<file path="src/rtl/mpc_pkg.sv">
package mpc_pkg;
  typedef enum logic [2:0] {
    F_CTRL  = 3'd0,
    F_START = 3'd1,
    F_LIMIT = 3'd2,
    F_PERM  = 3'd3,
    F_PSEL  = 3'd4,
    F_OWNER = 3'd5,
    F_PORTS = 3'd6
  } rule_field_e;

  localparam int PB_RD  = 0;
  localparam int PB_WR  = 1;
  localparam int PB_EX  = 2;
  localparam int PB_SEC = 3;

  localparam int CB_EN   = 0;
  localparam int CB_LOCK = 1;
  localparam int CB_IGN  = 2;
endpackage

</file>
<file path="src/rtl/perm_rule_bank.sv">
module perm_rule_bank
  import mpc_pkg::*;
#(
  parameter int N        = 4,
  parameter int IS_OVR   = 0,
  parameter int ADDR_W   = 32,
  parameter int OWNER_W  = 4,
  parameter int N_PORT   = 8,
  parameter int PORT_W   = 3,
  parameter int IDX_W    = 2,
  parameter int IGN_BIT  = 28,
  parameter int PAGE_LSB = 12
) (
  input  logic                       clk,
  input  logic                       rst_n,
  input  logic                       wr_en,
  input  logic [IDX_W-1:0]           wr_idx,
  input  rule_field_e                wr_field,
  input  logic [ADDR_W-1:0]          wr_data,
  input  logic [ADDR_W-PAGE_LSB-1:0] q_page,
  input  logic [PORT_W-1:0]          q_port,
  input  logic [OWNER_W-1:0]         q_owner,
  output logic [N-1:0]               hit,
  output logic [N-1:0]               locked,
  output logic [3:0]                 perm_val [N],
  output logic [3:0]                 perm_sel [N]
);
  localparam int PG_W    = ADDR_W - PAGE_LSB;
  localparam int IGN_POS = IGN_BIT - PAGE_LSB;

  for (genvar g = 0; g < N; g++) begin : g_rule
    logic                en_q, lock_q, wr_ok, in_range;
    logic [PG_W-1:0]     start_q, lim_q;
    logic [3:0]          perm_q;
    logic [OWNER_W-1:0]  owner_q;
    logic [N_PORT-1:0]   ports_q;

    // a locked rule swallows every write until reset
    assign wr_ok = wr_en && (wr_idx == IDX_W'(g)) && !lock_q;

    always_ff @(posedge clk or negedge rst_n) begin
      if (!rst_n) begin
        en_q    <= 1'b0;
        lock_q  <= 1'b0;
        start_q <= '0;
        lim_q   <= '0;
        perm_q  <= '0;
        owner_q <= '0;
        ports_q <= '0;
      end else if (wr_ok) begin
        case (wr_field)
          F_CTRL: begin
            en_q   <= wr_data[CB_EN];
            lock_q <= wr_data[CB_LOCK];
          end
          F_START: start_q <= wr_data[ADDR_W-1:PAGE_LSB];
          F_LIMIT: lim_q   <= wr_data[ADDR_W-1:PAGE_LSB];
          F_PERM:  perm_q  <= wr_data[3:0];
          F_OWNER: owner_q <= wr_data[OWNER_W-1:0];
          F_PORTS: ports_q <= wr_data[N_PORT-1:0];
          default: ;
        endcase
      end
    end

    if (IS_OVR != 0) begin : g_ovr
      logic            ign_q;
      logic [3:0]      sel_q;
      logic [PG_W-1:0] keep, pg_m, st_m, end_m;

      always_ff @(posedge clk or negedge rst_n) begin
        if (!rst_n) begin
          ign_q <= 1'b0;
          sel_q <= '0;
        end else if (wr_ok) begin
          if (wr_field == F_CTRL) ign_q <= wr_data[CB_IGN];
          if (wr_field == F_PSEL) sel_q <= wr_data[3:0];
        end
      end

      assign keep  = ign_q ? ~(PG_W'(1) << IGN_POS) : '1;
      assign pg_m  = q_page  & keep;
      assign st_m  = start_q & keep;
      assign end_m = lim_q   & keep;
      assign in_range = (pg_m >= st_m) && (pg_m <= end_m);
      assign perm_sel[g] = sel_q;
    end else begin : g_base
      assign in_range    = ((q_page ^ start_q) & lim_q) == '0;
      assign perm_sel[g] = 4'hF;
    end

    assign hit[g]      = en_q && ports_q[q_port] && (owner_q == q_owner) && in_range;
    assign locked[g]   = lock_q;
    assign perm_val[g] = perm_q;
  end
endmodule

</file>
<file path="src/rtl/prio_first.sv">
module prio_first #(
  parameter int N = 4,
  parameter int W = 2
) (
  input  logic [N-1:0] vec,
  output logic         any,
  output logic [W-1:0] idx
);
  always_comb begin
    idx = '0;
    for (int i = N - 1; i >= 0; i--) begin
      if (vec[i]) idx = W'(i);
    end
  end
  assign any = |vec;
endmodule

</file>
<file path="src/rtl/mem_perm_check.sv">
module mem_perm_check
  import mpc_pkg::*;
#(
  parameter int N_REGION = 4,
  parameter int N_OVR    = 2,
  parameter int N_PORT   = 8,
  parameter int ADDR_W   = 32,
  parameter int OWNER_W  = 4,
  parameter int IGN_BIT  = 28,
  parameter int PAGE_LSB = 12,
  localparam int MAX_N   = (N_REGION > N_OVR) ? N_REGION : N_OVR,
  localparam int CIDX_W  = (MAX_N > 1) ? $clog2(MAX_N) : 1,
  localparam int RIDX_W  = (N_REGION > 1) ? $clog2(N_REGION) : 1,
  localparam int OIDX_W  = (N_OVR > 1) ? $clog2(N_OVR) : 1,
  localparam int PORT_W  = (N_PORT > 1) ? $clog2(N_PORT) : 1
) (
  input  logic               clk,
  input  logic               rst_n,
  input  logic               cfg_we,
  input  logic               cfg_tier,
  input  logic [CIDX_W-1:0]  cfg_idx,
  input  logic [2:0]         cfg_field,
  input  logic [ADDR_W-1:0]  cfg_data,
  input  logic               req_valid,
  output logic               req_ready,
  input  logic [ADDR_W-1:0]  req_addr,
  input  logic [PORT_W-1:0]  req_port,
  input  logic [OWNER_W-1:0] req_owner,
  input  logic               req_rd,
  input  logic               req_wr,
  input  logic               req_ex,
  input  logic               req_sec,
  output logic               rsp_valid,
  input  logic               rsp_ready,
  output logic               rsp_allow,
  output logic               rsp_region_hit,
  output logic [RIDX_W-1:0]  rsp_region_idx,
  output logic               rsp_ovr_hit,
  output logic [OIDX_W-1:0]  rsp_ovr_idx,
  output logic               deny_pulse,
  output logic [RIDX_W-1:0]  deny_idx
);
  localparam int PG_W = ADDR_W - PAGE_LSB;

  logic [PG_W-1:0]     q_page;
  logic [N_REGION-1:0] base_hit, base_lock;
  logic [N_OVR-1:0]    ovr_hit, ovr_lock;
  logic [3:0]          base_val [N_REGION];
  logic [3:0]          base_sel [N_REGION];
  logic [3:0]          ovr_val  [N_OVR];
  logic [3:0]          ovr_sel  [N_OVR];
  logic                b_any, o_any, o_use, allow_c, fire;
  logic [RIDX_W-1:0]   b_idx;
  logic [OIDX_W-1:0]   o_idx;
  logic [3:0]          p_base, p_final;
  rule_field_e         field;

  assign q_page = req_addr[ADDR_W-1:PAGE_LSB];
  assign field  = rule_field_e'(cfg_field);

  perm_rule_bank #(
    .N(N_REGION), .IS_OVR(0), .ADDR_W(ADDR_W), .OWNER_W(OWNER_W), .N_PORT(N_PORT),
    .PORT_W(PORT_W), .IDX_W(CIDX_W), .IGN_BIT(IGN_BIT), .PAGE_LSB(PAGE_LSB)
  ) u_base (
    .clk(clk), .rst_n(rst_n), .wr_en(cfg_we && !cfg_tier), .wr_idx(cfg_idx),
    .wr_field(field), .wr_data(cfg_data), .q_page(q_page), .q_port(req_port),
    .q_owner(req_owner), .hit(base_hit), .locked(base_lock),
    .perm_val(base_val), .perm_sel(base_sel)
  );

  perm_rule_bank #(
    .N(N_OVR), .IS_OVR(1), .ADDR_W(ADDR_W), .OWNER_W(OWNER_W), .N_PORT(N_PORT),
    .PORT_W(PORT_W), .IDX_W(CIDX_W), .IGN_BIT(IGN_BIT), .PAGE_LSB(PAGE_LSB)
  ) u_ovr (
    .clk(clk), .rst_n(rst_n), .wr_en(cfg_we && cfg_tier), .wr_idx(cfg_idx),
    .wr_field(field), .wr_data(cfg_data), .q_page(q_page), .q_port(req_port),
    .q_owner(req_owner), .hit(ovr_hit), .locked(ovr_lock),
    .perm_val(ovr_val), .perm_sel(ovr_sel)
  );

  prio_first #(.N(N_REGION), .W(RIDX_W)) u_bpick (.vec(base_hit), .any(b_any), .idx(b_idx));
  prio_first #(.N(N_OVR),    .W(OIDX_W)) u_opick (.vec(ovr_hit),  .any(o_any), .idx(o_idx));

  // same merge form for both tiers: base selection is all ones
  assign p_base  = base_val[b_idx] & base_sel[b_idx];
  assign o_use   = b_any && o_any;
  assign p_final = o_use ? ((p_base & ~ovr_sel[o_idx]) | (ovr_val[o_idx] & ovr_sel[o_idx]))
                         : p_base;

  assign allow_c = b_any
                && (!req_rd || p_final[PB_RD])
                && (!req_wr || p_final[PB_WR])
                && (!req_ex || p_final[PB_EX])
                && (req_sec == p_final[PB_SEC]);

  assign req_ready = !rsp_valid || rsp_ready;
  assign fire      = req_valid && req_ready;

  always_ff @(posedge clk or negedge rst_n) begin
    if (!rst_n) begin
      rsp_valid      <= 1'b0;
      rsp_allow      <= 1'b0;
      rsp_region_hit <= 1'b0;
      rsp_region_idx <= '0;
      rsp_ovr_hit    <= 1'b0;
      rsp_ovr_idx    <= '0;
      deny_pulse     <= 1'b0;
      deny_idx       <= '0;
    end else begin
      deny_pulse <= fire && !allow_c;
      if (fire) begin
        rsp_valid      <= 1'b1;
        rsp_allow      <= allow_c;
        rsp_region_hit <= b_any;
        rsp_region_idx <= b_idx;
        rsp_ovr_hit    <= o_use;
        rsp_ovr_idx    <= o_idx;
        deny_idx       <= b_idx;
      end else if (rsp_ready) begin
        rsp_valid <= 1'b0;
      end
    end
  end
endmodule

</file>
<file path="config.mk">
export PLATFORM = sky130hd
export DESIGN_NAME = mem_perm_check
export DESIGN_NICKNAME = d
export VERILOG_FILES = /design/src/rtl/mpc_pkg.sv /design/src/rtl/perm_rule_bank.sv /design/src/rtl/prio_first.sv /design/src/rtl/mem_perm_check.sv
export SDC_FILE = /design/constraint.sdc
export NUM_CORES = 1
export LEC_CHECK = 0
export BUFFER_PORTS_ARGS = -buffer_cell sky130_fd_sc_hd__buf_2
export CAP_MARGIN = 20
export CELL_PAD_IN_SITES_DETAIL_PLACEMENT = 1
export CELL_PAD_IN_SITES_GLOBAL_PLACEMENT = 2
export CORE_MARGIN = 4
export CORE_UTILIZATION = 42
export CTS_CLUSTER_DIAMETER = 100
export DETAILED_ROUTE_END_ITERATION = 10
export HOLD_SLACK_MARGIN = 0.1
export PLACE_DENSITY = 0.77
export SETUP_SLACK_MARGIN = 0.5
export SYNTH_ARGS = -nofsm -noshare
export SYNTH_HDL_FRONTEND = slang
export SYNTH_SLANG_ARGS = --single-unit
export TNS_END_PERCENT = 5
</file>
<file path="constraint.sdc">
create_clock -name clk -period 4.2 [get_ports clk]
set_input_delay 0.21 -clock clk [delete_from_list [all_inputs] [get_ports clk]]
set_output_delay 0.21 -clock clk [all_outputs]
set_load 0.02 [all_outputs]
</file>
==> impl_metrics.py, run 1 <==
metrics = {
    "layout": {
        "nFillCells": 4590,
        "instances_no_fill": 2330,
        "fin_util_pct": 49.1,
        "fin_area_um2": 21300,
        "area_delta_synth_final_pct": 15.2,
        "drive_above_1_share_pct": 28.6,
        "num-nets-final": 1878,
    },
    "power_and_ir_drop": {
        "p_leak_nw": 10.2,
        "pwr_density_cell_nw_per_um2": 466,
        "irDropWorstVdd_mv": 0.285,
        "finalPower_mw": 9.90,
    },
    "yosys": {
        "yosysUniqueCellTypes": 69,
        "netlist_area_um2": 18500,
        "synth_common_cells": "dfrtp_1 (366), mux2_2 (278), nand2_1 (154), xor2_1 (98), o21ai_0 (97)",
        "synthCells": 1609,
        "yosys.area.top_type": "dfrtp_1",
        "synth_seq_cells": 366,
        "synthArstFlopShare_pct": 100,
        "yosysSeqAreaShare_pct": 49.6,
        "synth_nets": 1775,
        "synth_warnings": 0,
        "synth_edf_count": 0,
        "avgSynthCellArea_um2": 11.5,
        "synthFlopType": "dfrtp_1",
        "synth.most_common_cell": "dfrtp_1",
        "yosysTopAreaCellShare_pct": 49.6,
        "synth_area_leaders": "dfrtp_1 (50%), mux2_2 (17%), ha_1 (5.4%)",
    },
    "worst_setup_path": {
        "cp.arrival_ns": 4.03,
        "crit_required_ns": 4.63,
        "critPathMaxFanout": 4,
        "endpoint_kind": "flop",
        "path_class": "flop to flop",
        "startpoint_type": "flop",
    },
    "flow_run": {
        "maxCapViolCount": 0,
    },
    "die": {
        "die_area_um2": 47400,
        "die_x_um": 218,
        "ios": 97,
        "start_util_pct": 42.7,
        "fp.coreArea_um2": 43300,
        "die_h_um": 218,
        "rows": 76,
    },
    "route": {
        "vias": 13000,
        "drt_iter0_drc": 697,
        "wl_per_cell_um": 25.2,
        "first_pass_iters": 4,
        "via_per_inst": 5.58,
        "drc": 0,
        "postRouteAntennaNets": 0,
        "drt-total-wl_um": 58800,
    },
    "placement": {
        "dp_hpwl_um": 41000,
        "placement.cell_area_um2": 19600,
        "port_buffers": 80,
        "routabilityCongestion": 0.882,
        "place_inst": 2227,
        "place_ws_ns": 0.484,
    },
    "sta": {
        "fmax_mhz": 278,
        "setup_viol": 0,
        "grt_setup_unrepaired": "false",
        "fin_crit_sh_pct": 85.6,
        "maxSlewHeadroom_pct": 22.9,
        "whs_ns": 0.149,
        "fin_tns_setup_ns": 0,
        "final-hold-violation-count": 0,
        "maxSlewViolCount": 0,
        "fin_ws_ns": 0.605,
        "fin_crit_ns": 3.60,
        "final.setup_skew_ns": 0.0278,
        "tightest_slew_ns": 1.16,
    },
    "clock_tree": {
        "numCtsBuffers": 42,
        "insertion_delay_ns": 0.57,
        "root_buffer": "clkbuf_16",
        "htreeDepth": 2,
        "clk_pin_slew_ns": 0.05,
        "cts.sinks": 366,
        "cts_tree": "done",
        "cts_buffer_depth": 3,
    },
    "grt": {
        "grt.total_usage_pct": 25.0,
        "antenna_found_initial": 2,
        "first_global_vias": 13900,
        "grt_overflow_total": 0,
        "grt_max_degree": 112,
        "grt_pass1_wl_um": 88500,
    },
    "worst_hold_path": {
        "worstHoldPathType": "input port to flop",
    },
    "status": {
        "run_status": "complete, no violations",
    },
}
area by class of cell:
cell class                      instances  area [µm²]  area share, %
Sequential cell                       366        9160           43.1
Multi-Input combinational cell       1076        8690           40.9
Clock buffer                           66        1270           5.99
Timing Repair Buffer                  141         957           4.50
Tap cell                              585         732           3.44
Inverter                               85         319           1.50
Clock inverter                          9         124          0.583
Antenna cell                            2        5.00         0.0235
logic make-up after synthesis:
| kind of cell | share of synthesized area (%) |
|---|---|
| AND/OR/NAND/NOR | 8.54 |
| multiplexers | 18.6 |
| buffers and inverters | 3.57 |
| XOR/XNOR | 4.98 |
| AO/OA/AOI/OAI | 9.27 |
| flip-flops | 49.6 |
| adder cells (fa/ha/maj) | 5.42 |
placed cells by master, fill, tap and decap left out, types with 5 or more instances in the layout:
cell           count
a211oi_1           8
o211ai_1           9
nor2_2            10
nand3_1           21
nand4_1           29
nor2b_1           10
buf_4             34
inv_1             85
mux2i_1           25
a22oi_1           65
dlygate4sd3_1     24
nor3_1             9
clkbuf_16         43
a222oi_1           5
nor2_1            33
mux2_2           278
o21ai_0           97
nand2_1          154
clkbuf_8          11
nor4_1             8
clkinv_2           5
buf_2             79
and4_1             9
xnor2_1            7
xor2_1            98
nand2b_1          10
a21o_1             7
a21oi_1           33
clkbuf_1          12
ha_1              80
dfrtp_1          365
worst max-delay path, cell delays in order (launching register included):
cell      delay [ns]
dfrtp_2         0.47
nand2b_1        0.17
ha_1            0.26
and4_1          0.20
nand2_1         0.16
or4_4           0.47
o2111a_2        0.20
a311oi_4        0.27
buf_6           0.18
a21boi_4        0.26
mux2_2          0.37
mux2i_2         0.16
xor2_1          0.10
a31o_1          0.21
sequential cells by signal (all words and copies together), names as in the netlist, 16 cells and up:
register / cells
u_ovr.g_rule.start_q: 40
u_base.g_rule.perm_q: 16
u_base.g_rule.lim_q: 80
u_ovr.g_rule.lim_q: 40
u_base.g_rule.ports_q: 32
u_base.g_rule.owner_q: 16
u_ovr.g_rule.ports_q: 16
u_base.g_rule.start_q: 80
repair_timing:
| item | in CTS | in global routing |
|---|---|---|
| hold endpoints to repair | 187 | 0 |
| hold buffers | 24 | 0 |
| setup endpoints to repair | 2 | 2 |
| gates resized for setup | 1 | 5 |
| setup buffers | 1 | 1 |
path summary, 6_finish.rpt:
kind                                                         start                                       to  slack (ns)  cells past startpoint
setup / recovery           u_ovr.g_rule[1].g_ovr.ign_q$_DFFE_PN0P_                    rsp_allow$_DFFE_PN0P_        0.60                     13
hold / removal                                        cfg_data[26]    u_ovr.g_rule[1].lim_q[14]$_DFFE_PN0P_        0.15                      3
setup reg to reg           u_ovr.g_rule[1].g_ovr.ign_q$_DFFE_PN0P_                    rsp_allow$_DFFE_PN0P_        0.60                     13
hold reg to reg                 u_ovr.g_rule[0].lock_q$_DFFE_PN0P_       u_ovr.g_rule[0].lock_q$_DFFE_PN0P_        0.45                      1
max in group asynchronous                                    rst_n  u_ovr.g_rule[1].g_ovr.ign_q$_DFFE_PN0P_        2.74                      3
min in group asynchronous                                    rst_n                    rsp_valid$_DFFE_PN0P_        0.33                      2
power by group:
| part | switching (mW) | total (mW) | internal (mW) | leakage [nW] |
|---|---|---|---|---|
| Sequential | 0.280 | 4.32 | 4.04 | 4.64 |
| Combinational | 1.06 | 1.83 | 0.770 | 4.83 |
| Clock | 1.50 | 3.75 | 2.26 | 0.690 |
routing by layer:
layer,up-vias,track usage [%],routed length (µm)
li1,5885,-,-
met1,6806,33.2,25700
met2,225,41.5,28400
met3,97,3.37,2190
met4,0,10.4,2530
met5,-,0,0
No activity file was read; power rests on OpenSTA's default activity.
==> inputs of run 2 (changes only) <==
==> constraint.sdc (replaced) <==
create_clock -name clk -period 3.79 [get_ports clk]
set_input_delay 0.1895 -clock clk [delete_from_list [all_inputs] [get_ports clk]]
set_output_delay 0.1895 -clock clk [all_outputs]
set_load 0.02 [all_outputs]
==> impl_metrics.py, run 2 (synthesis results as in run 1) <==
metrics = {
    "route": {
        "first_pass_iters": 5,
        "vias": 13200,
        "drt-total-wl_um": 59500,
        "postRouteAntennaNets": 0,
        "via_per_inst": 5.60,
        "drt_iter0_drc": 759,
        "drc": 0,
        "wl_per_cell_um": 25.3,
    },
    "sta": {
        "fin_crit_ns": 3.31,
        "setup_viol": 0,
        "grt_setup_unrepaired": "true",
        "maxSlewViolCount": 0,
        "final.setup_skew_ns": 0.0131,
        "fin_tns_setup_ns": 0,
        "final-hold-violation-count": 0,
        "fin_crit_sh_pct": 87.3,
        "fmax_mhz": 302,
        "maxSlewHeadroom_pct": 25.2,
        "tightest_slew_ns": 1.12,
    },
    "die": {
        "die_x_um": 218,
        "ios": 97,
        "die_area_um2": 47400,
        "die_h_um": 218,
        "rows": 76,
        "fp.coreArea_um2": 43300,
        "start_util_pct": 42.7,
    },
    "worst_setup_path": {
        "worstPathCellList": "inv_1 -> ha_4 -> and4_1 -> o2111ai_2 -> or4_4 -> o2111a_2 -> a311oi_4 -> buf_6 -> a21boi_4 -> mux2_4 -> mux2i_2 -> xor2_1 -> a31o_1",
        "startpoint_type": "flop",
        "endpoint_kind": "flop",
        "cpPeakStageDelay_ns": 0.50,
        "crit_slowest_cell": "or4_4",
        "critPathMaxFanout": 4,
        "path_class": "flop to flop",
        "cp.arrival_ns": 3.82,
        "crit_required_ns": 4.30,
    },
    "grt": {
        "grt_pass1_wl_um": 90500,
        "met2_usage_pct": 43.7,
        "first_global_vias": 14200,
        "grtUsageMet1_pct": 33.3,
        "grt_overflow_total": 0,
        "grt_max_degree": 103,
        "antenna_found_initial": 3,
        "grt.total_usage_pct": 25.4,
        "grtUsageMet3_pct": 3.25,
        "grt.busiest_layer": "met2",
    },
    "layout": {
        "drive_above_1_share_pct": 30.3,
        "area_delta_synth_final_pct": 16.7,
        "nFillCells": 4561,
        "num-nets-final": 1902,
        "final_common_cell": "dfrtp_1",
        "instances_no_fill": 2356,
        "seq_area_um2": 9160,
        "layout_common_cells": "dfrtp_1 (366), mux2_2 (277), nand2_1 (153), xor2_1 (98), o21ai_0 (95)",
        "n_antenna_cell": 0,
        "reg_top3": "u_base.g_rule.lim_q: 80 flops, u_base.g_rule.start_q: 80 flops",
        "multi_input_area_um2": 8740,
        "fin_area_um2": 21500,
    },
    "placement": {
        "placement.cell_area_um2": 19700,
        "dp_hpwl_um": 41900,
        "port_buffers": 80,
        "place_inst": 2243,
        "routabilityCongestion": 0.834,
    },
    "clock_tree": {
        "numCtsBuffers": 44,
        "cts.sinks": 366,
        "root_buffer": "clkbuf_16",
        "cts_buffer_depth": 3,
        "clk_pin_slew_ns": 0.06,
        "insertion_delay_ns": 0.58,
        "cts_tree": "done",
        "htreeDepth": 2,
    },
    "worst_hold_path": {
        "worstHoldPathType": "input port to flop",
    },
    "power_and_ir_drop": {
        "pwr_density_cell_nw_per_um2": 515,
        "p_leak_nw": 10.3,
        "irDropWorstVdd_mv": 0.349,
    },
    "flow_run": {
        "maxCapViolCount": 0,
    },
    "status": {
        "run_status": "complete, no violations",
    },
}
[run 2: final timing paths]
| check | start | endpoint | slack [ns] | cells past startpoint |
|---|---|---|---|---|
| worst min-delay path | cfg_field[0] | u_base.g_rule[0].lock_q$_DFFE_PN0P_ | 0.14 | 4 |
| max in group asynchronous | rst_n | u_base.g_rule[0].start_q[19]$_DFFE_PN0P_ | 2.57 | 3 |
| worst min register to register | u_ovr.g_rule[0].lock_q$_DFFE_PN0P_ | u_ovr.g_rule[0].lock_q$_DFFE_PN0P_ | 0.45 | 1 |
| worst max-delay path | u_ovr.g_rule[1].start_q[10]$_DFFE_PN0P_ | rsp_allow$_DFFE_PN0P_ | 0.48 | 13 |
| min in group asynchronous | rst_n | rsp_valid$_DFFE_PN0P_ | 0.25 | 2 |
| worst max register to register | u_ovr.g_rule[1].start_q[10]$_DFFE_PN0P_ | rsp_allow$_DFFE_PN0P_ | 0.48 | 13 |
[run 2: cell type report]
class / count / area share, %
multi-input combinational: 1076 / 40.5
tap: 585 / 3.40
inverter: 85 / 1.48
clock inverter: 18 / 0.592
sequential: 366 / 42.5
timing repair buffer: 163 / 5.38
clock buffer: 63 / 6.10
[run 2: what timing repair did]
action / 4_1_cts / 5_1_grt
cloned: 0 / 0
setup endpoints to repair: 2 / 2
pin swaps: 7 / 1
hold buffers: 26 / 0
setup buffers: 6 / 0
resized for setup: 15 / 1
hold endpoints to repair: 195 / 0
[run 2: power breakdown]
part,total [mW],switching (mW),internal [mW]
clock network,4.22,1.74,2.48
registers,4.79,0.313,4.47
logic,2.08,1.19,0.889
[run 2: metal layers]
layer | wire (µm) | share of wire (%)
met5 | 0 | 0
met4 | 1910 | 3.2
met3 | 2210 | 3.7
met2 | 29500 | 50
met1 | 25900 | 44
[run 2: stage by stage]
| stage | util (%) | setup WS (ns) | total power [mW] | hold slack, ns |
|---|---|---|---|---|
| after CTS | 49.8 | 0.500 | 11.2 | 0.104 |
| after global placement | 45.6 | 0.222 | 6.77 | 0.299 |
| after floorplan | - | 0.600 | 6.04 | -0.106 |
| after detailed placement | 45.6 | 0.208 | 6.88 | 0.312 |
| final | 49.8 | 0.481 | 11.1 | 0.139 |
| after global routing | 49.8 | 0.291 | 11.7 | 0.160 |
[run 2: critical path, delay by kind of cell, from the launching register on]
kind	cells	cell delay, ns
buffers and inverters	2	0.23
AO/OA/AOI/OAI	5	0.97
XOR/XNOR	1	0.21
flip-flops	1	0.33
AND/OR/NAND/NOR	2	0.73
adder cells (fa/ha/maj)	1	0.27
multiplexers	2	0.51
==> inputs of run 3 (changes only) <==
--- a/config.mk
+++ b/config.mk
@@ -10,7 +10,7 @@
 export CELL_PAD_IN_SITES_DETAIL_PLACEMENT = 1
 export CELL_PAD_IN_SITES_GLOBAL_PLACEMENT = 2
 export CORE_MARGIN = 4
-export CORE_UTILIZATION = 42
+export CORE_UTILIZATION = 43
 export CTS_CLUSTER_DIAMETER = 100
 export DETAILED_ROUTE_END_ITERATION = 10
 export HOLD_SLACK_MARGIN = 0.1
@@ -18,5 +18,6 @@
 export SETUP_SLACK_MARGIN = 0.5
 export SYNTH_ARGS = -nofsm -noshare
 export SYNTH_HDL_FRONTEND = slang
+export SYNTH_HIERARCHICAL = 1
 export SYNTH_SLANG_ARGS = --single-unit
 export TNS_END_PERCENT = 5
==> impl_metrics.py, run 3 <==
metrics = {
    "status": {
        "run_status": "complete, no violations",
    },
    "die": {
        "die_h_um": 214,
        "die_x_um": 214,
        "rows": 75,
        "die_area_um2": 45700,
        "start_util_pct": 43.4,
        "ios": 97,
        "fp.coreArea_um2": 41900,
    },
    "clock_tree": {
        "clk_pin_slew_ns": 0.06,
        "cts_tree": "done",
        "numCtsBuffers": 44,
        "htreeDepth": 2,
        "insertion_delay_ns": 0.56,
        "root_buffer": "clkbuf_16",
        "cts.sinks": 366,
        "cts_buffer_depth": 3,
    },
    "layout": {
        "nFillCells": 4282,
        "layout_common_cells": "dfrtp_1 (364), mux2_2 (311), nand2_1 (101), xor2_1 (89), inv_1 (88)",
        "drive_above_1_share_pct": 37.0,
        "reg_top3": "u_base/g_rule.lim_q: 80 flops, u_base/g_rule.start_q: 80 flops",
        "fin_util_pct": 51.3,
        "area_delta_synth_final_pct": 18.0,
        "multi_input_area_um2": 8620,
        "num-nets-final": 1773,
        "seq_area_um2": 9160,
        "final_common_cell": "dfrtp_1",
        "instances_no_fill": 2180,
    },
    "grt": {
        "first_global_vias": 13000,
        "grt_max_degree": 96,
        "grt_overflow_total": 0,
        "antenna_found_initial": 0,
        "grt_pass1_wl_um": 76800,
        "grt.total_usage_pct": 22.0,
    },
    "yosys": {
        "avgSynthCellArea_um2": 12.7,
        "netlist_area_um2": 18200,
        "synthCells": 1435,
        "synth_warnings": 6,
    },
    "worst_setup_path": {
        "endpoint_kind": "flop",
        "crit_required_ns": 4.25,
        "timing.critical_path.buf_inv": 0,
        "worstPathCellList": "xor2_1 -> a222oi_1 -> nand4_1 -> nor3_2 -> nand2b_1 -> a21oi_4 -> mux4_2 -> xnor2_1 -> a22oi_2 -> a31o_1",
        "critPathMaxFanout": 4,
        "crit_slowest_cell": "a222oi_1",
        "cpPeakStageDelay_ns": 0.56,
        "path_class": "flop to flop",
        "crit_family": "compound AO/OA/AOI/OAI gates",
        "cp.arrival_ns": 3.70,
        "startpoint_type": "flop",
    },
    "power_and_ir_drop": {
        "pwr_density_cell_nw_per_um2": 500,
        "irDropWorstVdd_mv": 0.362,
        "finalPower_mw": 10.7,
        "p_leak_nw": 10.5,
    },
    "sta": {
        "final.setup_skew_ns": 0.0192,
        "fin_tns_setup_ns": 0,
        "fin_crit_sh_pct": 85.7,
        "tightest_slew_ns": 1.12,
        "fmax_mhz": 308,
        "final-hold-violation-count": 0,
        "fin_crit_ns": 3.25,
        "maxSlewViolCount": 0,
        "grt_setup_unrepaired": "true",
        "setup_viol": 0,
        "maxSlewHeadroom_pct": 24.9,
    },
    "route": {
        "via_per_inst": 5.41,
        "drc": 0,
        "postRouteAntennaNets": 0,
        "wl_per_cell_um": 22.6,
        "drt-total-wl_um": 49300,
        "drt_iter0_drc": 500,
        "first_pass_iters": 4,
        "vias": 11800,
    },
    "worst_hold_path": {
        "worstHoldPathType": "input port to flop",
    },
    "placement": {
        "place_inst": 2060,
        "routabilityCongestion": 0.796,
        "dp_hpwl_um": 33700,
        "port_buffers": 80,
    },
    "flow_run": {
        "maxCapViolCount": 0,
    },
}
==> run 3: worst min-delay path, stage by stage <==
cell and delay [ns]:
buf_2 0.07, or2b_2 0.12, and2_2 0.15, a31o_1 0.13
==> run 3: stage by stage <==
stage	hold WS [ns]	cell area [µm²]	setup slack, ns
2_1_floorplan	-0.106	18300	0.979
3_3_place_gp	0.270	19400	-0.0306
3_5_place_dp	0.277	19400	-0.0490
4_1_cts	0.104	21300	0.500
5_1_grt	0.131	21500	0.371
6_report	0.133	21500	0.541
==> run 3: power breakdown <==
group | leakage (nW) | internal, mW | switching [mW]
clock | 0.725 | 2.57 | 1.65
sequential | 4.75 | 4.45 | 0.285
combinational | 5.00 | 0.877 | 0.925
total | 10.5 | 7.89 | 2.86
==> run 3: final cells by class <==
cell class / count / area share (%)
well taps: 539 / 3.14
diodes: 2 / 0.0233
multi-input cells: 935 / 40.1
flip-flops and latches: 366 / 42.6
inverters: 88 / 1.54
clock buffers: 62 / 6.00
clock inverters: 16 / 0.768
repair buffers: 172 / 5.81
==> run 3: path summary, 6_finish.rpt <==
check                                                    startpoint                                      end  slack [ns]  cells past startpoint
max                        u_base/g_rule[3].start_q[14]$_DFFE_PN0P_                    rsp_allow$_DFFE_PN0P_        0.54                     10
min                                                       rsp_ready                    rsp_allow$_DFFE_PN0P_        0.13                      4
max reg2reg                u_base/g_rule[3].start_q[14]$_DFFE_PN0P_                    rsp_allow$_DFFE_PN0P_        0.54                     10
min reg2reg                      u_ovr/g_rule[1].lock_q$_DFFE_PN0P_       u_ovr/g_rule[1].lock_q$_DFFE_PN0P_        0.46                      1
max in group asynchronous                                     rst_n  u_ovr/g_rule[0].start_q[15]$_DFFE_PN0P_        2.46                      3
min in group asynchronous                                     rst_n   u_ovr/g_rule[0].start_q[4]$_DFFE_PN0P_        0.23                      2
==> run 3: layer usage <==
metal | vias up | wire, µm | GRT usage (%)
li1 | 5413 | - | -
met1 | 6155 | 22300 | 29.2
met2 | 163 | 24200 | 37.9
met3 | 57 | 1600 | 2.97
met4 | 0 | 1220 | 6.64
met5 | - | 0 | 0
==> run 3: timing repair <==
item                                   4_1_cts  5_1_grt
endpoints found under the hold margin      213        0
pin swaps                                    5       14
setup endpoints to repair                    2        2
setup buffers                                5        4
resized for setup                           25       29
hold buffers                                30        0
